==> src/rtl/dma_reg_pkg.sv <==
package dma_reg_pkg;
  localparam int ADDR_W_NARROW = 27;
  localparam int ADDR_W_WIDE   = 28;
  localparam int CNT_W_NARROW  = 14;
  localparam int CNT_W_WIDE    = 16;
  localparam int CH_STRIDE     = 12;

  typedef enum logic [1:0] {
    SZ_BYTE = 2'd0,
    SZ_HALF = 2'd1,
    SZ_WORD = 2'd2,
    SZ_RSVD = 2'd3
  } acc_size_e;

  typedef struct packed {
    logic src_lo;
    logic src_hi;
    logic dst_lo;
    logic dst_hi;
    logic cnt;
    logic ctl;
  } fsel_t;

  function automatic int src_w(input int ch);
    return (ch == 0) ? ADDR_W_NARROW : ADDR_W_WIDE;
  endfunction

  function automatic int dst_w(input int ch, input int nch);
    return (ch == nch - 1) ? ADDR_W_WIDE : ADDR_W_NARROW;
  endfunction

  function automatic int cnt_w(input int ch, input int nch);
    return (ch == nch - 1) ? CNT_W_WIDE : CNT_W_NARROW;
  endfunction
endpackage

==> src/rtl/dma_addr_decode.sv <==
module dma_addr_decode
  import dma_reg_pkg::*;
#(
  parameter int NUM_CH = 4,
  parameter int BASE   = 8'hB0,
  localparam int CH_W  = (NUM_CH > 1) ? $clog2(NUM_CH) : 1
) (
  input  logic            acc_en,
  input  logic [1:0]      acc_size,
  input  logic [7:0]      acc_addr,
  output logic [CH_W-1:0] dec_ch,
  output fsel_t           dec_sel,
  output logic            dec_bad
);
  logic       in_win;
  logic [3:0] sub;
  logic       sized;

  always_comb begin
    in_win = 1'b0;
    sub    = '0;
    dec_ch = '0;
    for (int c = 0; c < NUM_CH; c++) begin
      int rel;
      rel = int'(acc_addr) - BASE - c * CH_STRIDE;
      if (rel >= 0 && rel < CH_STRIDE) begin
        in_win = 1'b1;
        sub    = 4'(rel);
        dec_ch = CH_W'(c);
      end
    end
  end

  assign sized = (acc_size == SZ_HALF) || (acc_size == SZ_WORD);

  always_comb begin
    dec_sel = '0;
    if (in_win && acc_size == SZ_HALF) begin
      case (sub)
        4'd0:    dec_sel.src_lo = 1'b1;
        4'd2:    dec_sel.src_hi = 1'b1;
        4'd4:    dec_sel.dst_lo = 1'b1;
        4'd6:    dec_sel.dst_hi = 1'b1;
        4'd8:    dec_sel.cnt    = 1'b1;
        4'd10:   dec_sel.ctl    = 1'b1;
        default: dec_sel = '0;
      endcase
    end else if (in_win && acc_size == SZ_WORD) begin
      case (sub)
        4'd0:    begin dec_sel.src_lo = 1'b1; dec_sel.src_hi = 1'b1; end
        4'd4:    begin dec_sel.dst_lo = 1'b1; dec_sel.dst_hi = 1'b1; end
        4'd8:    begin dec_sel.cnt    = 1'b1; dec_sel.ctl    = 1'b1; end
        default: dec_sel = '0;
      endcase
    end
  end

  assign dec_bad = acc_en && sized && (dec_sel == '0);
endmodule

==> src/rtl/dma_chan_regs.sv <==
module dma_chan_regs
  import dma_reg_pkg::*;
#(
  parameter int CH     = 0,
  parameter int NUM_CH = 4,
  localparam int SW    = src_w(CH),
  localparam int DW    = dst_w(CH, NUM_CH),
  localparam int CW    = cnt_w(CH, NUM_CH),
  localparam logic [31:0] SRC_MASK = 32'((64'd1 << SW) - 1),
  localparam logic [31:0] DST_MASK = 32'((64'd1 << DW) - 1)
) (
  input  logic        clk,
  input  logic        rst_n,
  input  fsel_t       wr,
  input  logic [15:0] lo_data,
  input  logic [15:0] hi_data,
  output logic [31:0] src,
  output logic [31:0] dst,
  output logic [15:0] cnt,
  output logic [15:0] ctl,
  output logic        start
);
  logic [31:0]   src_q, dst_q;
  logic [CW-1:0] cnt_q;
  logic [15:0]   ctl_q;
  logic          start_q;
  logic [31:0]   src_nx, dst_nx;

  always_comb begin
    src_nx = {wr.src_hi ? hi_data : src_q[31:16],
              wr.src_lo ? lo_data : src_q[15:0]} & SRC_MASK;
    dst_nx = {wr.dst_hi ? hi_data : dst_q[31:16],
              wr.dst_lo ? lo_data : dst_q[15:0]} & DST_MASK;
  end

  always_ff @(posedge clk) begin
    if (!rst_n) begin
      src_q   <= '0;
      dst_q   <= '0;
      cnt_q   <= '0;
      ctl_q   <= '0;
      start_q <= 1'b0;
    end else begin
      if (wr.src_lo || wr.src_hi) src_q <= src_nx;
      if (wr.dst_lo || wr.dst_hi) dst_q <= dst_nx;
      if (wr.cnt) cnt_q <= lo_data[CW-1:0];
      if (wr.ctl) ctl_q <= hi_data;
      start_q <= wr.ctl && !ctl_q[15] && hi_data[15];
    end
  end

  assign src   = src_q;
  assign dst   = dst_q;
  assign cnt   = 16'(cnt_q);
  assign ctl   = ctl_q;
  assign start = start_q;


  start_edge_chk: assert property (@(posedge clk) disable iff (!rst_n)
    start_q |-> (ctl_q[15] && !$past(ctl_q[15])));


  src_hold_chk: assert property (@(posedge clk) disable iff (!rst_n)
    !$past(wr.src_lo || wr.src_hi) |-> $stable(src_q));


  dst_hold_chk: assert property (@(posedge clk) disable iff (!rst_n)
    !$past(wr.dst_lo || wr.dst_hi) |-> $stable(dst_q));


  cnt_hold_chk: assert property (@(posedge clk) disable iff (!rst_n)
    !$past(wr.cnt) |-> $stable(cnt_q));
endmodule

==> src/rtl/dma_regfile.sv <==
module dma_regfile
  import dma_reg_pkg::*;
#(
  parameter int NUM_CH = 4,
  parameter int BASE   = 8'hB0,
  localparam int CH_W  = (NUM_CH > 1) ? $clog2(NUM_CH) : 1
) (
  input  logic                 clk,
  input  logic                 rst_n,
  input  logic                 bus_en,
  input  logic                 bus_we,
  input  logic [1:0]           bus_size,
  input  logic [7:0]           bus_addr,
  input  logic [31:0]          bus_wdata,
  output logic                 rd_valid,
  output logic [31:0]          rd_data,
  output logic [32*NUM_CH-1:0] src_o,
  output logic [32*NUM_CH-1:0] dst_o,
  output logic [16*NUM_CH-1:0] cnt_o,
  output logic [16*NUM_CH-1:0] ctl_o,
  output logic [NUM_CH-1:0]    start_o,
  output logic                 err_o
);
  logic [CH_W-1:0] dec_ch;
  fsel_t           dec_sel;
  logic            dec_bad;
  logic [15:0]     lo_data, hi_data;
  logic [15:0]     ctl_arr [NUM_CH];
  logic            rd_take;
  logic [15:0]     ctl_sel;

  dma_addr_decode #(.NUM_CH(NUM_CH), .BASE(BASE)) u_dec (
    .acc_en   (bus_en),
    .acc_size (bus_size),
    .acc_addr (bus_addr),
    .dec_ch   (dec_ch),
    .dec_sel  (dec_sel),
    .dec_bad  (dec_bad)
  );

  assign lo_data = bus_wdata[15:0];
  assign hi_data = (bus_size == SZ_WORD) ? bus_wdata[31:16] : bus_wdata[15:0];

  for (genvar c = 0; c < NUM_CH; c++) begin : g_ch
    fsel_t wr_c;
    assign wr_c = (bus_en && bus_we && dec_ch == CH_W'(c)) ? dec_sel : '0;

    dma_chan_regs #(.CH(c), .NUM_CH(NUM_CH)) u_regs (
      .clk     (clk),
      .rst_n   (rst_n),
      .wr      (wr_c),
      .lo_data (lo_data),
      .hi_data (hi_data),
      .src     (src_o[32*c +: 32]),
      .dst     (dst_o[32*c +: 32]),
      .cnt     (cnt_o[16*c +: 16]),
      .ctl     (ctl_arr[c]),
      .start   (start_o[c])
    );
    assign ctl_o[16*c +: 16] = ctl_arr[c];
  end

  assign rd_take = bus_en && !bus_we && (bus_size == SZ_HALF || bus_size == SZ_WORD);
  assign ctl_sel = ctl_arr[dec_ch];

  always_ff @(posedge clk) begin
    if (!rst_n) begin
      rd_valid <= 1'b0;
      rd_data  <= '0;
      err_o    <= 1'b0;
    end else begin
      rd_valid <= rd_take;
      if (rd_take) begin
        if (dec_sel.ctl && bus_size == SZ_HALF)      rd_data <= {16'h0, ctl_sel};
        else if (dec_sel.ctl && bus_size == SZ_WORD) rd_data <= {ctl_sel, 16'h0};
        else                                         rd_data <= '0;
      end
      if (dec_bad) err_o <= 1'b1;
    end
  end


  err_sticky_chk: assert property (@(posedge clk) disable iff (!rst_n)
    $past(err_o) |-> err_o);


  start_single_chk: assert property (@(posedge clk) disable iff (!rst_n)
    $onehot0(start_o));


  rd_valid_src_chk: assert property (@(posedge clk) disable iff (!rst_n)
    rd_valid |-> $past(bus_en && !bus_we));


  byte_no_err_chk: assert property (@(posedge clk) disable iff (!rst_n)
    (bus_en && bus_size == SZ_BYTE && !err_o) |=> !err_o);
endmodule

==> config.mk <==
export PLATFORM = sky130hd
export DESIGN_NAME = dma_regfile
export DESIGN_NICKNAME = d
export VERILOG_FILES = /design/src/rtl/dma_reg_pkg.sv /design/src/rtl/dma_addr_decode.sv /design/src/rtl/dma_chan_regs.sv /design/src/rtl/dma_regfile.sv
export SDC_FILE = /design/constraint.sdc
export NUM_CORES = 1
export LEC_CHECK = 0
export BUFFER_PORTS_ARGS = -buffer_cell sky130_fd_sc_hd__clkbuf_2
export CAP_MARGIN = 20
export CORE_ASPECT_RATIO = 0.5
export CORE_MARGIN = 1
export CORE_UTILIZATION = 44
export CTS_BUF_LIST = sky130_fd_sc_hd__clkbuf_8
export CTS_CLUSTER_DIAMETER = 100
export DETAILED_ROUTE_END_ITERATION = 8
export GPL_ROUTABILITY_DRIVEN = 0
export PLACE_DENSITY_LB_ADDON = 0.05
export SLEW_MARGIN = 20
export SYNTH_ARGS = -nofsm -noshare
export SYNTH_HDL_FRONTEND = slang
export SYNTH_SLANG_ARGS = --single-unit
==> constraint.sdc <==
create_clock -name clk -period 8.3 [get_ports clk]
set_input_delay 0.83 -clock clk [delete_from_list [all_inputs] [get_ports clk]]
set_output_delay 0.83 -clock clk [all_outputs]
set_load 0.01 [all_outputs]
==> run_results.csv <==
group,metric,value,unit
run_status,status,"completed",
worst_setup_path,path_max_fanout,25,
route,routed_via_density,5.31,
final_layout,nNetsFinal,2014,
logic_synthesis,syn-instance-count,1572,
sta,finalMaxSlewViolations,0,
power_and_ir_drop,finalPower,3.65,mW
die,initial_core_util,0.448,
grt,grt_pass1_vias,12600,
worst_setup_path,crit_chain,"clkbuf_2 -> inv_1 -> ha_1 -> nor2b_1 -> or3_1 -> a311o_1 -> o211ai_4 -> nor2_1 -> nand4_1 -> mux2i_1",
cts,htreeDepth,2,
cts,cts.sinks,380,
cts,postCtsSetupRepairBufs,0,
worst_setup_path,cp-end-kind,"flop",
die,num_rows,48,
worst_setup_path,rr_endpoint,"rd_data[30]$_SDFFE_PN0P_",
logic_synthesis,syn_avg_cell_area,9.84,um2
logic_synthesis,yosys_most_used_dff,"dfxtp_1",
logic_synthesis,yosys-top-cells-count,"380 x dfxtp_1, 344 x nand2_1, 281 x mux2i_1",
min_path,worstHoldStart,"g_ch[0].u_regs.dst[7]$_SDFFE_PN0P_",
sta,finalSetupViolCount,0,
grt,grt_max_degree,153,
sta,worst_slew_pin_slew,1010,ps
grt,antenna_found_initial,3,
logic_synthesis,synth-edff-count,0,
final_layout,drive_gt1_frac,0.292,
die,core_area,0.0345,mm2
grt,overflow,0,
grt,grtUsageTotal,0.281,
worst_setup_path,reg2reg_slack,6830,ps
power_and_ir_drop,ir_drop,0.0976,mV
logic_synthesis,ys_seq_area_frac,0.492,
sta,post-route-period-util,0.574,
placed_design,hpwlAfterDp,36.7,mm
logic_synthesis,yosys_warnings,0,
logic_synthesis,synth_top_area_frac,0.492,
sta,grt_setup_unrepaired,"false",
logic_synthesis,synthesis.area,0.0155,mm2
cts,cts_buffer_depth,3,
route,post_drt_wl_per_cell,21.1,um
worst_setup_path,critical_path.top_delay_family,"simple AND/OR/NAND/NOR gates",
worst_setup_path,critPathMaxStageDelay,960,ps
cts,cts_resized,0,
sta,relSlewSlack,0.323,
cts,numCtsBuffers,55,
placed_design,post-place-ws,3000,ps
route,drtAntennaViolNets,0,
worst_setup_path,crit_type,"input port to flop",
logic_synthesis,async_flop_share,0,
logic_synthesis,ys_top_cells_by_area,"dfxtp_1 49%, mux2i_1 18%, nand2_1 8.3%",
placed_design,port_buffers,425,
worst_setup_path,r2r-start,"g_ch[0].u_regs.ctl[14]$_SDFFE_PN0P_",
die,die_area,0.0360,mm2
worst_setup_path,worstPathArrival,5290,ps
route,num_vias,13100,
min_path,hold_path.class,"flop to flop",
route,drt-pass1-iter-count,5,
worst_setup_path,cp_slowest_cell,"nand4_1",
logic_synthesis,yosysTopAreaCell,"dfxtp_1",
sta,fmax,210,MHz
cts,root_buffer,"clkbuf_8",
grt,grt_pass1_wl,77.0,mm
min_path,holdPathStages,2,
cts,clk_pin_slew,70,ps
cts,cts_tree,"built",
power_and_ir_drop,p_per_area,194,mW/mm2
route,drt_iter0_markers,957,
placed_design,place_area,0.0176,mm2
sta,skew,14.5,ps
route,drc,0,
min_path,hold_end,"g_ch[0].u_regs.dst[7]$_SDFFE_PN0P_",
worst_setup_path,cp-start-kind,"input port",
final_layout,final_cell_area,0.0188,mm2
cts,cts_hold_buf,0,
sta,holdWs,457,ps
worst_setup_path,timing.critical_path.buf_inv,2,
sta,hold_viol,0,
flow_run,max_cap_violations,0,
final_layout,syn2layout_area_growth,21.8,%
die,die_height,135,um
sta,min_period,4760,ps
worst_setup_path,r2r_cells,4,
sta,setup_slack,3540,ps
sta,tns,0,ps
die,io_pins,468,
power_and_ir_drop,leakage,9.55,nW
route,routed_wl,52.2,mm
worst_setup_path,required,8820,ps
logic_synthesis,synth_most_common_cell,"dfxtp_1",
die,die_w,267,um
logic_synthesis,synth_seq_cells,380,
logic_synthesis,ys_types,74,
cts,insertion_delay,610,ps
-- layout by cell type (no fill, tap or decap), types with 3 or more instances in the layout --
cell type  count
nand2b_1       4
clkbuf_2     424
or3_1          3
buf_4         11
o22ai_1       17
o211ai_4       3
ha_1          16
nand2_1      344
dfxtp_1      380
nand4_1        5
nand3_2        4
a21boi_0       3
nor2_1        32
o21ai_0       60
a211oi_1      19
nand3_1       50
a21oi_2        3
mux2_2        17
xnor2_1        4
a22o_1        32
a21oi_1       38
inv_1         24
clkinv_2      12
conb_1        42
mux2i_1      281
nor3_1        23
o211ai_1       5
clkbuf_8      73
o211ai_2       3
diode_2        3
nor4_1         3
-- worst min-delay path: stages (launching register included) --
cell     delay [ps]
dfxtp_1         300
nand2_1          50
mux2i_1          50
-- final cells by class --
class	instances	area, um2
antenna	3	7.51
fill	3225	15700
inverter	12	45.0
clock inverter	31	206
clock buffer	73	1000
sequential	380	7610
tap	475	594
timing repair buffer	437	2230
multi-input combinational	1066	7150
-- flip-flops by register name, indices dropped and copies added, names as in the netlist --
register           cells
rd_valid               1
g_ch.u_regs.src      111
g_ch.u_regs.ctl       64
g_ch.u_regs.dst      109
g_ch.u_regs.cnt_q     42
rd_data               32
g_ch.u_regs.cnt       16
g_ch.u_regs.start      4
err_o                  1
-- per-stage QoR --
step,utilization,cells
2_1_floorplan,-,1613
3_3_place_gp,0.509,2369
3_5_place_dp,0.509,2369
4_1_cts,0.544,2473
5_1_grt,0.546,2477
6_report,0.546,2477
-- layer usage --
layer / track usage / part of all wire
met5: 0 / 0
met2: 0.459 / 0.47
met4: 0.106 / 0.034
met3: 0.0620 / 0.073
met1: 0.363 / 0.42
-- cells by family after synthesis --
family,synth area share
compound gates,0.102
xor+xnor,0.00283
fa+ha+maj,0.0129
buf+inv,0.0584
flops,0.492
mux,0.194
other cells,0.000242
simple gates,0.137
-- report_power, final --
part	internal [mW]	total [mW]	leakage (nW)	switching [mW]
combinational	0.0430	0.196	5.80	0.153
clock	0.858	1.63	0.691	0.773
sequential	1.82	1.83	3.06	0.00121
-- how the worst max path moves through the flow --
stage	from	to	slack [ps]	cells past startpoint
floorplan	bus_addr[2]	g_ch[1].u_regs.dst[10]$_SDFFE_PN0P_	4570	12
global placement	bus_addr[2]	rd_data[25]$_SDFFE_PN0P_	3200	10
detailed placement	bus_addr[2]	g_ch[3].u_regs.ctl[8]$_SDFFE_PN0P_	3000	10
CTS	bus_addr[2]	g_ch[3].u_regs.ctl[8]$_SDFFE_PN0P_	3650	10
global route	bus_addr[2]	g_ch[3].u_regs.ctl[4]$_SDFFE_PN0P_	3200	10
finish	bus_addr[2]	g_ch[0].u_regs.src[25]$_SDFFE_PN0P_	3540	10
No activity file was read; power rests on OpenSTA's default activity.
